## config.mk

```make
export PLATFORM = sky130hd
export DESIGN_NAME = udp_frag_segmenter
export DESIGN_NICKNAME = d
export VERILOG_FILES = /design/src/rtl/udp_frag_segmenter.sv
export SDC_FILE = /design/constraint.sdc
export NUM_CORES = 1
export LEC_CHECK = 0
export ABC_AREA = 0
export ABC_CLOCK_PERIOD_IN_PS = 3100
export BUFFER_PORTS_ARGS = -buffer_cell sky130_fd_sc_hd__clkbuf_2
export CAP_MARGIN = 20
export CELL_PAD_IN_SITES_DETAIL_PLACEMENT = 1
export CELL_PAD_IN_SITES_GLOBAL_PLACEMENT = 1
export CORE_MARGIN = 2
export CORE_UTILIZATION = 39
export DETAILED_ROUTE_END_ITERATION = 7
export PLACE_DENSITY_LB_ADDON = 0.1
export SLEW_MARGIN = 40
export SYNTH_ARGS = -nofsm -noshare
export SYNTH_HDL_FRONTEND = slang
export SYNTH_SLANG_ARGS = --single-unit
export TNS_END_PERCENT = 100
```

## constraint.sdc

```tcl
create_clock -name clk -period 3.1 [get_ports clk]
set_clock_uncertainty 0.2 [all_clocks]
set_input_delay 0.93 -clock clk [delete_from_list [all_inputs] [get_ports clk]]
set_output_delay 0.93 -clock clk [all_outputs]
set_load 0.02 [all_outputs]
```

## src/rtl/udp_frag_segmenter.sv

```systemverilog
module udp_frag_segmenter #(
  parameter int LW          = 16,
  parameter int OW          = 13,
  parameter int CW          = 32,
  parameter int FRAME_CAP   = 4000,
  parameter int FRAME_MIN   = 8,
  parameter int FRAME_RST   = 1400,
  parameter int PAYLOAD_CAP = 64000
) (
  input  logic          clk,
  input  logic          rst_n,
  input  logic          cfg_wr,
  input  logic          cfg_sel,
  input  logic [LW-1:0] cfg_wdata,
  input  logic          s_valid,
  output logic          s_ready,
  input  logic [7:0]    s_data,
  input  logic          s_last,
  output logic          m_valid,
  input  logic          m_ready,
  output logic [7:0]    m_data,
  output logic          m_sof,
  output logic          m_eof,
  output logic [LW-1:0] m_len,
  output logic [OW-1:0] m_offset,
  output logic          m_more,
  output logic          m_trunc,
  output logic [CW-1:0] cnt_frames,
  output logic [CW-1:0] cnt_packets,
  output logic [CW-1:0] cnt_bytes
);

  logic          en_q, in_pkt, drop;
  logic [LW-1:0] mtu_q, pkt_lim, frag_cnt, pay_cnt;
  logic [OW-1:0] off_q;

  wire [LW-1:0] lim_now = {mtu_q[LW-1:3], 3'b000};
  wire [LW-1:0] eff_lim = in_pkt ? pkt_lim : lim_now;
  wire [LW-1:0] fl      = frag_cnt + 1'b1;
  wire [LW-1:0] pl      = pay_cnt + 1'b1;
  wire          hit_pay = (pl == LW'(PAYLOAD_CAP));
  wire          fin     = s_last | hit_pay;
  wire          eof     = fin | (fl == eff_lim);

  assign s_ready = en_q & (drop | ~m_valid | m_ready);
  wire s_fire = s_valid & s_ready;
  wire load   = s_fire & ~drop;
  wire m_fire = m_valid & m_ready;

  always_ff @(posedge clk) begin
    if (!rst_n) begin
      en_q  <= 1'b0;
      mtu_q <= LW'(FRAME_RST);
    end else if (cfg_wr) begin
      if (cfg_sel) en_q <= cfg_wdata[0];
      else if (cfg_wdata > LW'(FRAME_CAP)) mtu_q <= LW'(FRAME_CAP);
      else if (cfg_wdata < LW'(FRAME_MIN)) mtu_q <= LW'(FRAME_MIN);
      else mtu_q <= cfg_wdata;
    end
  end

  always_ff @(posedge clk) begin
    if (!rst_n) begin
      in_pkt   <= 1'b0;
      drop     <= 1'b0;
      pkt_lim  <= '0;
      frag_cnt <= '0;
      pay_cnt  <= '0;
      off_q    <= '0;
    end else if (s_fire && drop) begin
      if (s_last) drop <= 1'b0;
    end else if (load) begin
      if (!in_pkt) pkt_lim <= lim_now;
      in_pkt   <= ~fin;
      pay_cnt  <= fin ? '0 : pl;
      frag_cnt <= eof ? '0 : fl;
      if (eof) off_q <= fin ? '0 : off_q + OW'(eff_lim >> 3);
      drop     <= hit_pay & ~s_last;
    end
  end

  always_ff @(posedge clk) begin
    if (!rst_n) begin
      m_valid  <= 1'b0;
      m_data   <= '0;
      m_sof    <= 1'b0;
      m_eof    <= 1'b0;
      m_len    <= '0;
      m_offset <= '0;
      m_more   <= 1'b0;
      m_trunc  <= 1'b0;
    end else if (load) begin
      m_valid  <= 1'b1;
      m_data   <= s_data;
      m_sof    <= (frag_cnt == '0);
      m_eof    <= eof;
      m_len    <= fl;
      m_offset <= off_q;
      m_more   <= ~fin;
      m_trunc  <= hit_pay & ~s_last;
    end else if (m_fire) begin
      m_valid <= 1'b0;
    end
  end

  always_ff @(posedge clk) begin
    if (!rst_n) begin
      cnt_frames  <= '0;
      cnt_packets <= '0;
      cnt_bytes   <= '0;
    end else if (m_fire && m_eof) begin
      cnt_frames <= cnt_frames + 1'b1;
      cnt_bytes  <= cnt_bytes + CW'(m_len);
      if (!m_more) cnt_packets <= cnt_packets + 1'b1;
    end
  end


  disabled_idle_chk: assert property (@(posedge clk) disable iff (!rst_n)
    !en_q |-> !s_ready);


  limit_range_chk: assert property (@(posedge clk) disable iff (!rst_n)
    mtu_q <= LW'(FRAME_CAP) && mtu_q >= LW'(FRAME_MIN));


  frag_size_chk: assert property (@(posedge clk) disable iff (!rst_n)
    m_valid && m_eof |-> m_len != '0 && m_len <= LW'(FRAME_CAP) &&
                         (!m_more || m_len[2:0] == 3'b000));


  offset_hold_chk: assert property (@(posedge clk) disable iff (!rst_n)
    m_fire && !m_eof |=> !m_valid || m_offset == $past(m_offset));


  payload_cap_chk: assert property (@(posedge clk) disable iff (!rst_n)
    pay_cnt < LW'(PAYLOAD_CAP));


  hold_stable_chk: assert property (@(posedge clk) disable iff (!rst_n)
    m_valid && !m_ready |=> m_valid && $stable(m_data) && $stable(m_eof) &&
                            $stable(m_sof) && $stable(m_len) && $stable(m_offset));

endmodule

```

Yosys cells after proc, flatten, opt, wreduce, memory -nomap -nowiden --
Index checks and enable logic that the tools add are counted.
Word-level totals: bits in registers 218, input bits 31, word-level logic and storage cells 68
Cells by class: $add $sub $neg 6, magnitude comparators 2, eq/ne operators 3, multiplexer cells 11, bitwise logic cells 16, reduce and logical (&&, ||, !) cells 11
Operators by type and width (count):
- 16-bit two-way mux | 5
- 32-bit by 1-bit adder with 32-bit output, second input constant | 2
- 16-bit by 1-bit adder with 16-bit output, second input constant | 2
- 32-bit by 16-bit adder with 32-bit output | 1
- 16-bit equality test | 1
- 16-bit equality test, second input constant | 1
- 16-bit by 12-bit greater-than comparator with 1-bit output, second input constant | 1
- 16-bit zero test | 1
- 16-bit by 4-bit less-than comparator with 1-bit output, second input constant | 1
- 13-bit adder | 1
- 13-bit two-way mux | 1
- 2-bit AND reduction | 5
- 1-bit NOT | 7
- 1-bit AND | 5
- 1-bit two-way mux | 5
- 1-bit bitwise OR | 4
- 2-bit nonzero test | 2
- 3-bit AND reduction | 1
- 1-bit logical AND | 2
- 2-bit inequality test, second input constant | 1

Depth between registers and ports, before layout --
depth in word-level cells 8, gate-level depth with buffers 14

Least setup slack after synthesis --
OpenSTA, ideal clock, no wires.
path kind flip-flop to flip-flop, start reg in_pkt, end reg off_q[12], library setup time 120 ps, arrival time 2965 ps, data required time 2780 ps, slack -185 ps, stages on the path, launching flop included 15, period minus slack after synthesis 3285 ps, cells stage by stage dfxtp_1 buf_6 buf_6 buf_2 mux2i_1 inv_1 ha_1 or2_2 a21o_1 o211ai_1 o2111ai_1 o211ai_1 xnor2_1 and3_1 a211o_1
Between the ends: longest elaborated chain between the ends 4, elaborated cells on any way between the ends 6
Ends and longest elaborated chain:
- from (decl) | RTL line 33 | logic en_q, in_pkt, drop;
- from (signal assigned) | RTL line 74 | in_pkt <= ~fin;
- 16-bit two-way mux *
- named net eff_lim[8] | RTL line 38 | wire [LW-1:0] eff_lim = in_pkt ? pkt_lim : lim_now;
- branches (longest 3 deep; another with 13-bit adder)
- to (signal assigned) | RTL line 77 | if (eof) off_q <= fin ? '0 : off_q + OW'(eff_lim >> 3);
- to (decl) | RTL line 35 | logic [OW-1:0] off_q;
Mark *: on every way through the listed nets, which the timed path passes. A chain may end at the register's enable or synchronous reset.

Final worst setup path --
Ends and elaborated chain as after synthesis.

==> impl_metrics.tcl <==
set metrics [dict create \
    async_flop_share 0 \
    fin_crit_sh 0.977 \
    stdcell_area_mm2 0.0138 \
    tightest_slew_ns 0.487 \
    rsz0062_at_grt "yes" \
    r2r_start "in_pkt" \
    cts_buffers 26 \
    grt_antenna_before_repair 0 \
    drt-initial-drc-count 450 \
    ys_seq_area_frac 0.389 \
    clock-sinks 214 \
    grt_pass1_vias 10100 \
    port_buffers 169 \
    dr.pass1.iters 4 \
    grt_util_met1 0.296 \
    grt_overflow_total 0 \
    powerDensity_mw_per_mm2 437 \
    grt_pass1_wl_um 53400 \
    use_met2 0.385 \
    critPathLaunch "in_pkt" \
    yosysTopAreaCell "dfxtp_1" \
    htreeDepth 1 \
    power_mw 6.03 \
    final_cells 1928 \
    synth_nets 1380 \
    fin_setup_tns_ns 0 \
    synth.avg_cell_area_um2 8.38 \
    met3_usage 0.0323 \
    fp-row-count 61 \
    crit_required_ns 3.38 \
    fmax_mhz 330 \
    start_util 0.396 \
    pin_count 170 \
    p_leak_nw 5.69 \
    clock_latency_ns 0.55 \
    grt_max_degree 72 \
    synth_flop_cell "dfxtp_1" \
    path_clk_slew_ns 0.06 \
    post-route-drc-count 0 \
    synth.area.top_cells "dfxtp_1, xnor2_1, nand2_1" \
    totalWireLength_um 33700 \
    wl_per_cell_um 17.5 \
    synth-seq-cells 214 \
    cts_root_buf "clkbuf_16" \
    drv_slew 0 \
    drv_cap 0 \
    via_per_inst 5.29 \
    final_common_cell "dfxtp_1" \
    crit_arrival_ns 3.31 \
    dp.cells 1873 \
    die_h_um 172 \
    ant_nets 0 \
    ctsLongestPathBuffers 3 \
    top_usage_layer "met2" \
    run_status "complete, no violations" \
    maxSlewHeadroom 0.673 \
    synth.top_cell.area_share 0.389 \
    hp-start "m_data[3]" \
    cp-start-kind "flop" \
    hp-class "reg -> reg" \
    crit_type "reg -> reg" \
    crit_fanout 12 \
    end_kind "flop" \
    gp_congestion 0.820 \
    ys_warn_count 0 \
    synth.cell_area_mm2 0.0110 \
    final_cell_mix "dfxtp_1, clkbuf_2, nand2_1" \
    syn_to_final_growth_pct 25.4 \
    synth_cells 1314 \
    drive_gt1_frac 0.233 \
    hold_viol_final 0 \
    vdd_ir_drop_max_uv 368 \
    final_net_count 1598 \
    post-route-min-period_ns 3.03 \
    antenna_cells 0 \
    placedInstanceArea_mm2 0.0128 \
    synth_edf_count 0 \
    synth.distinct_cells 78 \
    vias 10200 \
    hold_slack_ns 0.251 \
    fp.dieW_um 172 \
    setup_violations 0 \
    core_area_mm2 0.0278 \
    dieArea_mm2 0.0296 \
    grt_usage 0.222 \
    post-dp-hpwl_um 24400 \
    cts_tree "built" \
]
==> worst paths after layout <==
path	slack, ns	end	cells past startpoint
min reg2reg	0.25	m_data[3]	2
max reg2reg	0.07	off_q[12]	8
min	0.25	m_data[3]	2
max	0.07	off_q[12]	8
==> state kept, by name, indices dropped and copies added (netlist names), 16 cells and up <==
register,count
cnt_bytes,32
cnt_packets,32
frag_cnt,16
cnt_frames,32
m_len,16
pkt_lim,16
pay_cnt,16
==> metal layers <==
metal,wire [um],vias up
li1,-,5061
met1,15700,4934
met3,1470,39
met4,519,0
met2,16000,165
met5,0,-
==> where the power goes <==
group / total (mW) / switching, mW / internal (mW)
sequential: 2.80 / 0.0224 / 2.77
clock: 2.90 / 1.19 / 1.71
combinational: 0.331 / 0.198 / 0.133
==> per-stage QoR <==
stage               utilization  setup slack (ns)
finish                    0.497            0.0708
global route              0.497           -0.0596
CTS                       0.489           0.00883
detailed placement        0.459           -0.0735
global placement          0.459           -0.0445
floorplan                     -            0.0179
==> cells in the mapped netlist, types with 10 or more instances <==
library cell	n
xor2_1	53
clkbuf_1	55
nand4_1	31
or4_1	10
a21oi_1	86
a21o_1	13
nand2_1	166
inv_1	29
ha_1	33
nor3_1	26
dfxtp_1	214
a211oi_1	27
nand3_1	45
mux2i_1	21
or3_1	14
nand2b_1	13
nor2_1	143
and3_1	32
and2_1	30
xnor2_1	72
o21ai_0	32
and4_1	11
==> cell families (layout without fill, tap and decap cells) <==
group	count (synthesis)	after routing	synth area share
buffers and inverters	103	339	0.0376
adder cells (fa/ha/maj)	35	35	0.0411
AO/OA/AOI/OAI	248	248	0.150
AND/OR/NAND/NOR	558	558	0.247
multiplexers	27	27	0.0283
XOR/XNOR	129	129	0.108
flip-flops	214	214	0.389
==> critical path: stages, from the launching register on <==
cell and delay (ns):
dfxtp_4 0.44, buf_12 0.16, mux2_2 0.39, xnor2_1 0.14
a221o_1 0.36, a2111o_1 0.46, or4_4 0.55, nor3_2 0.16
a211o_1 0.11
==> repair_timing <==
item	4_1_cts	5_1_grt
buffers inserted	0	9
pin swaps	0	22
hold buffers	0	0
gates resized for setup	3	40
setup endpoints to repair	8	50
==> cell type report <==
type / instances / area [um2]
Fill cell: 3431 / 14000
Multi-Input combinational cell: 997 / 6480
Sequential cell: 214 / 4290
Timing Repair Buffer: 262 / 1620
Clock buffer: 40 / 773
Tap cell: 378 / 473
Inverter: 31 / 119
Clock inverter: 6 / 45.0
No activity file was read; power rests on OpenSTA's default activity.
